===== src/rtl/extIrqPkg.sv =====
package extIrqPkg;
  localparam int REG_W = 8;
  localparam int NUM_EXT = 2;
  localparam int NUM_TMR = 2;
  localparam int CFG_W = 2 * NUM_EXT;

  // bit positions in the control byte; decoded by software, so fixed
  localparam int BIT_EXT_MODE0 = 0;
  localparam int BIT_EXT_FLAG0 = 1;
  localparam int BIT_TMR_RUN0  = 4;
  localparam int BIT_TMR_FLAG0 = 5;
  localparam int EXT_STRIDE    = 2;
  localparam int TMR_STRIDE    = 2;

  typedef struct packed {
    logic [NUM_EXT-1:0] extSet;
    logic [NUM_EXT-1:0] extAck;
    logic [NUM_TMR-1:0] tmrSet;
    logic [NUM_TMR-1:0] tmrAck;
    logic [REG_W-1:0]   wrMask;
    logic [REG_W-1:0]   wrVal;
    logic               cfgWr;
    logic [CFG_W-1:0]   cfgVal;
  } strobes_t;
endpackage


===== src/rtl/extIrqSync.sv =====
module extIrqSync
  import extIrqPkg::*;
#(
  parameter int STAGES = 2
) (
  input  logic               clk,
  input  logic               rstN,
  input  logic [NUM_EXT-1:0] pinIn,
  output logic [NUM_EXT-1:0] syncLvl,
  output logic [NUM_EXT-1:0] rise,
  output logic [NUM_EXT-1:0] fall
);
  localparam int LAST = STAGES - 1;

  for (genvar i = 0; i < NUM_EXT; i++) begin : g_pin
    logic [STAGES-1:0] chain;
    logic              prevLvl;

    always_ff @(posedge clk) begin
      if (!rstN) begin
        chain   <= '1;
        prevLvl <= 1'b1;
      end else begin
        chain   <= {chain[STAGES-2:0], pinIn[i]};
        prevLvl <= chain[LAST];
      end
    end

    assign syncLvl[i] = chain[LAST];
    assign rise[i]    = chain[LAST] & ~prevLvl;
    assign fall[i]    = ~chain[LAST] & prevLvl;
  end
endmodule


===== src/rtl/extIrqCtrl.sv =====
module extIrqCtrl
  import extIrqPkg::*;
(
  input  logic [NUM_EXT-1:0] rise,
  input  logic [NUM_EXT-1:0] fall,
  input  logic [CFG_W-1:0]   cfgQ,
  input  logic [NUM_EXT-1:0] modeQ,
  input  logic [NUM_TMR-1:0] ovf,
  input  logic [NUM_EXT-1:0] ackExt,
  input  logic [NUM_TMR-1:0] ackTmr,
  input  logic               regWrEn,
  input  logic [REG_W-1:0]   regWrData,
  input  logic               bitWrEn,
  input  logic [2:0]         bitSel,
  input  logic               bitVal,
  input  logic               cfgWrEn,
  input  logic [CFG_W-1:0]   cfgWrData,
  output strobes_t           stb
);
  logic [NUM_EXT-1:0] edgeHit;

  for (genvar i = 0; i < NUM_EXT; i++) begin : g_edge
    // cfg bit 2i = falling enable, bit 2i+1 = rising enable
    assign edgeHit[i] = (fall[i] & cfgQ[2*i]) | (rise[i] & cfgQ[2*i+1]);
  end

  logic [REG_W-1:0] bitMask;
  assign bitMask = REG_W'(1) << bitSel;

  always_comb begin
    stb.extSet = edgeHit & modeQ;
    stb.extAck = ackExt & modeQ;
    stb.tmrSet = ovf;
    stb.tmrAck = ackTmr;
    stb.wrMask = regWrEn ? '1 : '0;
    stb.wrVal  = regWrData;
    if (bitWrEn) begin
      stb.wrMask = stb.wrMask | bitMask;
      stb.wrVal  = (stb.wrVal & ~bitMask) | (bitVal ? bitMask : '0);
    end
    stb.cfgWr  = cfgWrEn;
    stb.cfgVal = cfgWrData;
  end
endmodule


===== src/rtl/extIrqDatapath.sv =====
module extIrqDatapath
  import extIrqPkg::*;
#(
  parameter logic [CFG_W-1:0] CFG_RESET = 4'b0101
) (
  input  logic               clk,
  input  logic               rstN,
  input  strobes_t           stb,
  input  logic [NUM_EXT-1:0] syncLvl,
  output logic [REG_W-1:0]   regRdData,
  output logic [CFG_W-1:0]   cfgQ,
  output logic [NUM_EXT-1:0] modeQ,
  output logic [NUM_EXT-1:0] irqExt,
  output logic [NUM_TMR-1:0] irqTmr,
  output logic [NUM_TMR-1:0] runTmr
);
  logic [REG_W-1:0] regQ;

  always_ff @(posedge clk) begin
    if (!rstN) cfgQ <= CFG_RESET;
    else if (stb.cfgWr) cfgQ <= stb.cfgVal;
  end

  for (genvar i = 0; i < NUM_EXT; i++) begin : g_ext
    localparam int MODE_BIT = BIT_EXT_MODE0 + EXT_STRIDE * i;
    localparam int FLAG_BIT = BIT_EXT_FLAG0 + EXT_STRIDE * i;

    always_ff @(posedge clk) begin
      if (!rstN) begin
        regQ[MODE_BIT] <= 1'b0;
        regQ[FLAG_BIT] <= 1'b0;
      end else begin
        if (stb.wrMask[MODE_BIT]) regQ[MODE_BIT] <= stb.wrVal[MODE_BIT];
        if (!regQ[MODE_BIT])             regQ[FLAG_BIT] <= 1'b0;
        else if (stb.extSet[i])          regQ[FLAG_BIT] <= 1'b1;
        else if (stb.wrMask[FLAG_BIT])   regQ[FLAG_BIT] <= stb.wrVal[FLAG_BIT];
        else if (stb.extAck[i])          regQ[FLAG_BIT] <= 1'b0;
      end
    end

    assign modeQ[i]  = regQ[MODE_BIT];
    assign irqExt[i] = regQ[MODE_BIT] ? regQ[FLAG_BIT] : ~syncLvl[i];

    // edge-mode acknowledge with nothing competing clears the request
    p_ext_ack_r7: assert property (@(posedge clk) disable iff (!rstN)
      (regQ[MODE_BIT] && stb.extAck[i] && !stb.extSet[i] &&
       !stb.wrMask[FLAG_BIT] && !stb.wrMask[MODE_BIT]) |=> !irqExt[i]);
    // a set event wins over coincident clear sources
    p_ext_set_r9: assert property (@(posedge clk) disable iff (!rstN)
      (stb.extSet[i] && !stb.wrMask[MODE_BIT]) |=> irqExt[i]);
  end

  for (genvar i = 0; i < NUM_TMR; i++) begin : g_tmr
    localparam int RUN_BIT  = BIT_TMR_RUN0 + TMR_STRIDE * i;
    localparam int FLAG_BIT = BIT_TMR_FLAG0 + TMR_STRIDE * i;

    always_ff @(posedge clk) begin
      if (!rstN) begin
        regQ[RUN_BIT]  <= 1'b0;
        regQ[FLAG_BIT] <= 1'b0;
      end else begin
        if (stb.wrMask[RUN_BIT]) regQ[RUN_BIT] <= stb.wrVal[RUN_BIT];
        if (stb.tmrSet[i])             regQ[FLAG_BIT] <= 1'b1;
        else if (stb.wrMask[FLAG_BIT]) regQ[FLAG_BIT] <= stb.wrVal[FLAG_BIT];
        else if (stb.tmrAck[i])        regQ[FLAG_BIT] <= 1'b0;
      end
    end

    assign irqTmr[i] = regQ[FLAG_BIT];
    assign runTmr[i] = regQ[RUN_BIT];

    // overflow sets the timer request on the next cycle
    p_tmr_set_r8: assert property (@(posedge clk) disable iff (!rstN)
      stb.tmrSet[i] |=> irqTmr[i]);
    // acknowledge alone clears the timer request
    p_tmr_ack_r8: assert property (@(posedge clk) disable iff (!rstN)
      (stb.tmrAck[i] && !stb.tmrSet[i] && !stb.wrMask[FLAG_BIT]) |=> !irqTmr[i]);
    // run bit only changes on a write
    p_run_hold_r2: assert property (@(posedge clk) disable iff (!rstN)
      !stb.wrMask[RUN_BIT] |=> $stable(runTmr[i]));
  end

  always_comb begin
    regRdData = regQ;
    for (int i = 0; i < NUM_EXT; i++)
      regRdData[BIT_EXT_FLAG0 + EXT_STRIDE * i] = irqExt[i];
  end
endmodule


===== src/rtl/extIrqFlagUnit.sv =====
module extIrqFlagUnit
  import extIrqPkg::*;
#(
  parameter int          SYNC_STAGES = 2,
  parameter logic [3:0]  CFG_RESET   = 4'b0101
) (
  input  logic       clk,
  input  logic       rstN,
  input  logic [1:0] pinIn,
  input  logic [1:0] ovf,
  input  logic [1:0] ackExt,
  input  logic [1:0] ackTmr,
  input  logic       regWrEn,
  input  logic [7:0] regWrData,
  input  logic       bitWrEn,
  input  logic [2:0] bitSel,
  input  logic       bitVal,
  input  logic       cfgWrEn,
  input  logic [3:0] cfgWrData,
  output logic [7:0] regRdData,
  output logic [3:0] cfgRdData,
  output logic [1:0] irqExt,
  output logic [1:0] irqTmr,
  output logic [1:0] runTmr
);
  logic [1:0] syncLvl, rise, fall, modeQ;
  logic [3:0] cfgQ;
  strobes_t   stb;

  extIrqSync #(.STAGES(SYNC_STAGES)) u_sync (
    .clk(clk), .rstN(rstN), .pinIn(pinIn),
    .syncLvl(syncLvl), .rise(rise), .fall(fall)
  );

  extIrqCtrl u_ctrl (
    .rise(rise), .fall(fall), .cfgQ(cfgQ), .modeQ(modeQ),
    .ovf(ovf), .ackExt(ackExt), .ackTmr(ackTmr),
    .regWrEn(regWrEn), .regWrData(regWrData),
    .bitWrEn(bitWrEn), .bitSel(bitSel), .bitVal(bitVal),
    .cfgWrEn(cfgWrEn), .cfgWrData(cfgWrData), .stb(stb)
  );

  extIrqDatapath #(.CFG_RESET(CFG_RESET)) u_dp (
    .clk(clk), .rstN(rstN), .stb(stb), .syncLvl(syncLvl),
    .regRdData(regRdData), .cfgQ(cfgQ), .modeQ(modeQ),
    .irqExt(irqExt), .irqTmr(irqTmr), .runTmr(runTmr)
  );

  assign cfgRdData = cfgQ;
endmodule


===== config.mk =====
export PLATFORM = sky130hd
export DESIGN_NAME = extIrqFlagUnit
export DESIGN_NICKNAME = d
export VERILOG_FILES = /design/src/rtl/extIrqPkg.sv /design/src/rtl/extIrqSync.sv /design/src/rtl/extIrqCtrl.sv /design/src/rtl/extIrqDatapath.sv /design/src/rtl/extIrqFlagUnit.sv
export SDC_FILE = /design/constraint.sdc
export NUM_CORES = 1
export LEC_CHECK = 0
export BUFFER_PORTS_ARGS = -buffer_cell sky130_fd_sc_hd__buf_2
export CORE_ASPECT_RATIO = 1.25
export CORE_UTILIZATION = 47
export CTS_CLUSTER_SIZE = 28
export DETAILED_ROUTE_END_ITERATION = 8
export PLACE_DENSITY = 0.77
export SLEW_MARGIN = 25
export SYNTH_ARGS = -nofsm -noshare
export SYNTH_HDL_FRONTEND = slang
export SYNTH_HIERARCHICAL = 1
export SYNTH_SLANG_ARGS = --single-unit

===== constraint.sdc =====
create_clock -name clk -period 1.3 [get_ports clk]
set_input_delay 0.13 -clock clk [delete_from_list [all_inputs] [get_ports clk]]
set_output_delay 0.13 -clock clk [all_outputs]
set_load 0.01 [all_outputs]

Word-level counts from Yosys, hierarchy flattened
Cells that the tools add are included.
{"block": "classes", "n_bitwise": 20, "mux": 17, "n_reduce_logical": 6, "shift": 1}
{"op": "16-bit two-way mux", "n": 1}
{"op": "8-bit two-way mux", "n": 2}
{"op": "8-bit OR", "n": 2}
{"op": "1-bit two-way mux", "n": 14}
{"op": "3-bit nonzero test", "n": 4}
{"op": "1-bit bitwise AND", "n": 8}
{"op": "8-bit bitwise AND", "n": 1}
{"op": "8-bit NOT", "n": 1}
{"op": "1-bit by 3-bit << shifter with 8-bit output, first input constant", "n": 1}
{"op": "2-bit bitwise AND", "n": 2}
{"op": "1-bit NOT", "n": 4}
{"op": "2-bit AND reduction", "n": 2}
{"op": "1-bit OR", "n": 2}
{"block": "word_totals", "output_inout_bits": 18, "word_cells": 57, "register_bits": 18, "inputBits": 29}

Logic depth before layout (Yosys ltp)
Gate-level depths: netlist of run 1.
{"block": "depth", "ltp_word": 7, "mapped_depth": 5, "depth_no_buf": 5}

Modules after synthesis
Netlist of run 1, hierarchy kept.
{"module": "extIrqDatapath", "area_per_inst_um2": 595.6, "cells_per_inst": 62, "instances": 1, "seq_area_each_um2": 240.2}
{"module": "extIrqCtrl", "area_per_inst_um2": 344.1, "cells_per_inst": 39, "instances": 1, "seq_area_each_um2": 0.0}
{"module": "extIrqSync", "area_per_inst_um2": 197.7, "cells_per_inst": 18, "instances": 1, "seq_area_each_um2": 120.1}

Worst setup path before layout of run 1
Ideal clock, no wire load.
{"block": "synth_timing", "kind": "in2reg", "start": "in bitSel[1]", "end": "reg u_dp.regQ[1]", "setup_time_ns": 0.070, "setup_slack_ns": 0.172, "path_stages": 4, "required_time_ns": 1.230, "path_buffers": 0, "t_arrival_ns": 1.058, "cell_sequence": "and4bb_1 or2_2 or3b_1 a21oi_1"}
{"element": "from (decl)", "line": "extIrqFlagUnit.sv:16", "text": "input logic [2:0] bitSel,"}
{"element": "to (signal, indexed assignment)", "line": "extIrqDatapath.sv:33", "text": "if (stb.wrMask[MODE_BIT]) regQ[MODE_BIT] <= stb.wrVal[MODE_BIT];"}
{"element": "to (signal, indexed assignment)", "line": "extIrqDatapath.sv:36", "text": "else if (stb.wrMask[FLAG_BIT]) regQ[FLAG_BIT] <= stb.wrVal[FLAG_BIT];"}
{"element": "to (decl)", "line": "extIrqDatapath.sv:17", "text": "logic [REG_W-1:0] regQ;"}

Worst setup path after layout of run 1
{"block": "layout_timing", "start": "reg u_dp.regQ[0], in the netlist u_dp/modeQ[0]", "end": "out regRdData[1]"}
{"block": "layout_via", "elab_chain_cells": 1}
{"element": "1-bit two-way mux", "line": "extIrqDatapath.sv:42", "text": "assign irqExt[i] = regQ[MODE_BIT] ? regQ[FLAG_BIT] : ~syncLvl[i];"}
{"element": "to (decl)", "line": "extIrqFlagUnit.sv:20", "text": "output logic [7:0] regRdData,"}
No other way between the ends.

==> metrics, run 1 <==
I/O pin cnt=47; syn nets=~150; total power=0.00117 W; Non-Filler Instances=~180; Mean Syn Cell Area=9.56 µm²; EDFF count, synth=0; relative max-transition margin=0.807; Syn Inst Count=roughly 120; Initial Utilization=0.509; Critical-path top delay cell=dfxtp_1; crit path DAT=1.10 ns; Clock Tree Buf Depth=2; drt first pass iters=4; global-route wire length before repair=approximately 3300 µm; final net count=approximately 180; IO Port Bufs=46; Reg2Reg Capture Point=u_dp/regQ[1]$_SDFFE_PN0P_; Final Max Slew Viols=0; worst path bufs/invs=1; PwrDens=between 900 and 1000 mW/mm²; CP delay by family, top=flip-flops; PnR worst setup slack=roughly 0.075 ns; # setup viols final=0; sequential share of the synthesized area=0.317; Clock Tree Root=clkbuf_4; top post-synthesis cells by area=dfxtp_1 (32%), buf_4 (17%), mux2i_1 (8.8%); CORE AREA=between 0.002 and 0.0025 mm²; die width=approximately 46 µm; critical path's largest stage delay=0.43 ns; WP data required=between 1 and 1.5 ns; layout cell share with drive strength beyond 1=0.462; Inst Count DP=172; drt first-iter violations=7; Synth warnings=6; fillers=approximately 220; gr ovfl total=0; H-tree depth=1; ys flop type=dfxtp_1; Via density=approximately 4.9; Die ar.=around 0.0026 mm²; grt met2 use=0.306; HP Class=primary input to flip-flop; CTS resizes=0; DPL Wire Length=between 1500 and 2000 µm; Critical R2R Launch=u_dp/modeQ[0]$_SDFFE_PN0P_; worst setup path startpoint=u_dp/modeQ[0]$_SDFFE_PN0P_; Synth top cells by count=buf_4 (25), dfxtp_1 (18), nor2b_1 (12); met1 Resource Use GR=0.173; Post-synth ARST share=0; largest net degree at the start of global routing=19; leak pwr=between 0.5 and 0.6 nW; share of the synthesized area in the top cell type=0.317; Final Hold Vio Count=0; Crit. End Element=output port; count leader, synth=buf_4; unrepaired setup endpoints after global routing=false; Final Skew=slightly below 0.01 ns; cell area after synthesis=approximately 0.0011 mm²; post-CTS setup repair buffer count=0; hold_buf cts=0; DIE HEIGHT=57 µm; Netlist cell types=21; Clock transition at path regs=roughly 0.11 ns; placement row count=19; max_cap viols=0; CP Class=flip-flop to output port; switching share of power=0.249; Yosys reg bits=18; hold path cells=2; CTS Buf Count=3; worst path cell trace=mux2i_1 -> buf_2; min cycle time layout=1.23 ns; sequential fraction of design power=0.514; critical path peak fanout=6; worst slew pin tran=between 0.2 and 0.3 ns; CTS sink cnt=18; wire per inst=~11 µm; hold wc startpoint=pinIn[1]; number of global-route vias before repair=846; Worst R2R Path Depth=3; initial antenna violation count=0; internal power=slightly below 0.0009 W; top cell type by total area after synthesis=dfxtp_1; final antenna diode count=0; clock latency on the worst-skew pair=around 0.29 ns; Net Sw Power=approximately 0.00029 W; reg2reg setup slack=roughly 0.2 ns; GRT Overall Usage=0.166; final wirelength=approximately 2000 µm; GR Util met3=0.0253; Worst Hold Endpoint=u_sync/g_pin[1].chain[0]$_SDFF_PN1_; vias=between 800 and 900; pre-CTS WS=-0.0365 ns; startpoint type of the worst setup path=flip-flop; combinational fraction of design power=0.195; CTS tree=yes; Worst VDD drop=663 µV; Clk network pwr share=0.291; outcome=completed; Fin Setup TNS=0 ns; period utilization=0.943; post-layout util=0.568; Remaining DRCs=0; Syn-to-layout area delta=11.6%; Final GP Congestion=0.695; Fmax=816 MHz; Antenna Nets Post-Route=0; busiest grt layer=met2
==> per-stage QoR <==
| step | hold slack (ns) | area (µm²) |
|---|---|---|
| final | 0.0208 | 1270 |
| after global routing | 0.0117 | 1270 |
| after CTS | 0.0156 | 1270 |
| after detailed placement | 0.321 | 1230 |
| after global placement | 0.315 | 1230 |
| after floorplan | 0.203 | 1140 |
==> kinds of logic (layout without fill, tap and decap cells) <==
family	Yosys count	in the layout	synth area share
simple gates	44	44	0.273
buf+inv	29	55	0.180
mux	18	18	0.177
compound gates	10	10	0.0528
flops	18	18	0.317
==> state kept, by name (all words and copies together), names as in the netlist <==
| register | cells |
|---|---|
| u_dp/cfgQ | 4 |
| u_sync/g_pin.chain | 4 |
| u_dp/irqTmr | 2 |
| u_dp/modeQ | 2 |
| u_dp/regQ | 2 |
| u_dp/regRdData | 2 |
| u_sync/g_pin.prevLvl | 2 |
==> routing by layer <==
layer | vias up | part of all wire | routed length, µm
met5 | - | 0 | 0
met4 | 0 | 0 | 0
met3 | 0 | 0.041 | 81
met2 | 27 | 0.53 | 1060
met1 | 396 | 0.43 | 851
li1 | 431 | - | -
==> layout by cell type (no fill, tap or decap) <==
cell      Yosys  final
a21boi_1      2      2
a21oi_1       6      6
a22oi_1       2      2
and2_1        2      2
and4bb_1      3      3
buf_2         1     46
buf_4        25      3
clkbuf_4      0      3
clkbuf_8      0      1
dfxtp_1      18     17
dfxtp_2       0      1
inv_1         2      2
mux2_2        5      5
mux2_4        3      3
mux2i_1      10     10
nand2_1       4      4
nand2b_1     10     10
nand4_1       1      1
nand4b_1      3      3
nor2b_1      12     12
nor4b_2       1      1
or2_2         4      4
or3b_1        4      4
==> layout make-up <==
| type | instances | area, µm² | area share |
|---|---|---|---|
| clock buffer | 4 | 36.3 | 0.0286 |
| inverter | 2 | 7.51 | 0.00592 |
| multi-input combinational | 72 | 572 | 0.451 |
| sequential | 18 | 362 | 0.285 |
| tap | 31 | 38.8 | 0.0306 |
| timing repair buffer | 49 | 253 | 0.199 |
==> power by group through the flow <==
stage / Clock (W) / Sequential, W / Combinational [W]
after global placement: 0 / 0.000612 / 0.000222
after floorplan: 0 / 0.000614 / 0.000180
final: 0.000340 / 0.000601 / 0.000229
after CTS: 0.000354 / 0.000601 / 0.000231
after global routing: 0.000374 / 0.000606 / 0.000251
after detailed placement: 0 / 0.000614 / 0.000230
==> how the worst max path moves through the flow <==
stage	to	slack, ns	depth (start not counted)
6_report	regRdData[1]	0.07	2
5_1_grt	irqExt[0]	0.002	2
4_1_cts	irqExt[1]	0.009	2
3_5_place_dp	u_dp/regQ[1]$_SDFFE_PN0P_	-0.04	5
3_3_place_gp	u_dp/regQ[1]$_SDFFE_PN0P_	0.02	5
2_1_floorplan	u_dp/regQ[1]$_SDFFE_PN0P_	0.17	4
Power figures use the tool's default switching activity.
==> run 2, diff against run 1 <==
==> constraint.sdc (replaced) <==
create_clock -name clk -period 1.29 [get_ports clk]
set_input_delay 0.129 -clock clk [delete_from_list [all_inputs] [get_ports clk]]
set_output_delay 0.129 -clock clk [all_outputs]
set_load 0.01 [all_outputs]
==> metrics, run 2 (synthesized netlist as in run 1, its figures left out) <==
DIE HEIGHT=between 50 and 60 µm; IO Port Bufs=between 40 and 50; global-route wire length before repair=3480 µm; Clock Tree Root=clkbuf_4; I/O pin cnt=47; vias=~870; HP Class=primary input to flip-flop; WP data required=between 1 and 1.5 ns; placed cell area=about 0.0012 mm²; layout cell share with drive strength beyond 1=0.469; Final Max Slew Viols=0; post-CTS setup repair buffer count=0; drt first-iter violations=7; Syn-to-layout area delta=13.2%; fillers=roughly 220; post-route cell area=approximately 0.0013 mm²; Top Layer Used=met4; startpoint type of the worst setup path=flip-flop; CTS Buf Count=3; period utilization=0.917; commonest non-fill, non-tap cells in the layout=buf_2 (46), dfxtp_1 (16), nor2b_1 (12); min cycle time layout=between 1 and 1.5 ns; total power=between 0.001 and 0.0015 W; commonest non-fill, non-tap cell in the layout=buf_2; final wirelength=approximately 2100 µm; unrepaired setup endpoints after global routing=false; critical path peak fanout=6; routed wire length on met2=1150 µm; CTS tree=yes; WL met1=834 µm; GRT Overall Usage=0.177; Final Skew=0.00529 ns; Worst VDD drop=807 µV; CORE AREA=around 0.0022 mm²; die width=~46 µm; Final Hold Vio Count=0; DPL Wire Length=1680 µm; CP Class=flip-flop to output port; largest registers=u_dp/cfgQ: 4 flops, u_sync/g_pin.chain: 4 flops; Fmax=approximately 850 MHz; gr ovfl total=0; max_cap viols=0; Met3 Wirelength=126 µm; final net count=roughly 180; leak pwr=about 0.6 nW; largest net degree at the start of global routing=19; placement row count=19; initial antenna violation count=0; relative max-transition margin=0.802; Multi-input gate area=approximately 570 µm²; Hold WS=roughly 0.027 ns; Clock Tree Buf Depth=2; outcome=completed; crit path DAT=between 1 and 1.5 ns; register area=about 360 µm²; Via density=approximately 4.9; number of global-route vias before repair=approximately 840; H-tree depth=1; worst slew pin tran=just under 0.3 ns; Antenna Nets Post-Route=0; # setup viols final=0; Die ar.=0.00262 mm²; clock latency on the worst-skew pair=approximately 0.29 ns; wire per inst=around 12 µm; CTS sink cnt=18; final antenna diode count=0; Crit. End Element=output port; Initial Utilization=0.509; Final GP Congestion=around 0.7; PwrDens=917 mW/mm²; Remaining DRCs=0; Clock transition at path regs=~0.10 ns; drt first pass iters=4
run 2: cell count changes in the layout (fill, tap and decap cells not counted), sizes merged:
cell	delta
buf	+1
dlygate4sd3	+1
run 2: path summary, 6_finish.rpt:
kind / startpoint / endpoint / slack [ns] / cells past startpoint
hold reg to reg: u_sync/g_pin[0].chain[0]$_SDFF_PN1_ / u_sync/g_pin[0].chain[1]$_SDFF_PN1_ / 0.41 / 1
hold / removal: pinIn[1] / u_sync/g_pin[1].chain[0]$_SDFF_PN1_ / 0.03 / 2
setup reg to reg: u_dp/modeQ[0]$_SDFFE_PN0P_ / u_dp/regQ[1]$_SDFFE_PN0P_ / 0.20 / 3
setup / recovery: u_dp/modeQ[1]$_SDFFE_PN0P_ / irqExt[1] / 0.11 / 2
run 2: stage by stage:
stage,setup slack [ns],TNS (ns),cells,utilization
global route,0.0146,0,178,0.576
global placement,0.0104,0,173,0.554
CTS,0.0189,0,177,0.571
finish,0.107,0,178,0.576
floorplan,0.163,0,119,-
detailed placement,-0.0559,-0.0559,173,0.554
run 2: final cells by class:
| cell class | count | share of cell area |
|---|---|---|
| Timing Repair Buffer | 51 | 0.210 |
| Sequential cell | 18 | 0.282 |
| Clock buffer | 4 | 0.0282 |
| Multi-Input combinational cell | 72 | 0.444 |
| Inverter | 2 | 0.00583 |
| Tap cell | 31 | 0.0301 |
run 2: routing by layer:
layer  vias up  global-route usage
li1        437                   -
met1       405               0.194
met2        25               0.318
met3         2              0.0316
met4         0              0.0756
met5         -                   0
run 2: where the power goes:
| part | switching (W) | internal (W) | total, W |
|---|---|---|---|
| Clock | 0.000165 | 0.000172 | 0.000337 |
| Sequential | 0.0000212 | 0.000586 | 0.000607 |
| Combinational | 0.000104 | 0.000132 | 0.000236 |
run 2: worst max-delay path, stage by stage, from the launching register on:
cell     delay (ns)
dfxtp_2        0.39
mux2i_1        0.22
buf_2          0.16
run 2: repair_timing:
| item | 4_1_cts | 5_1_grt |
|---|---|---|
| gates resized for setup | 0 | 2 |
| setup endpoints to repair | 0 | 4 |
| hold buffers | 0 | 1 |
| endpoints found under the hold margin | 0 | 1 |
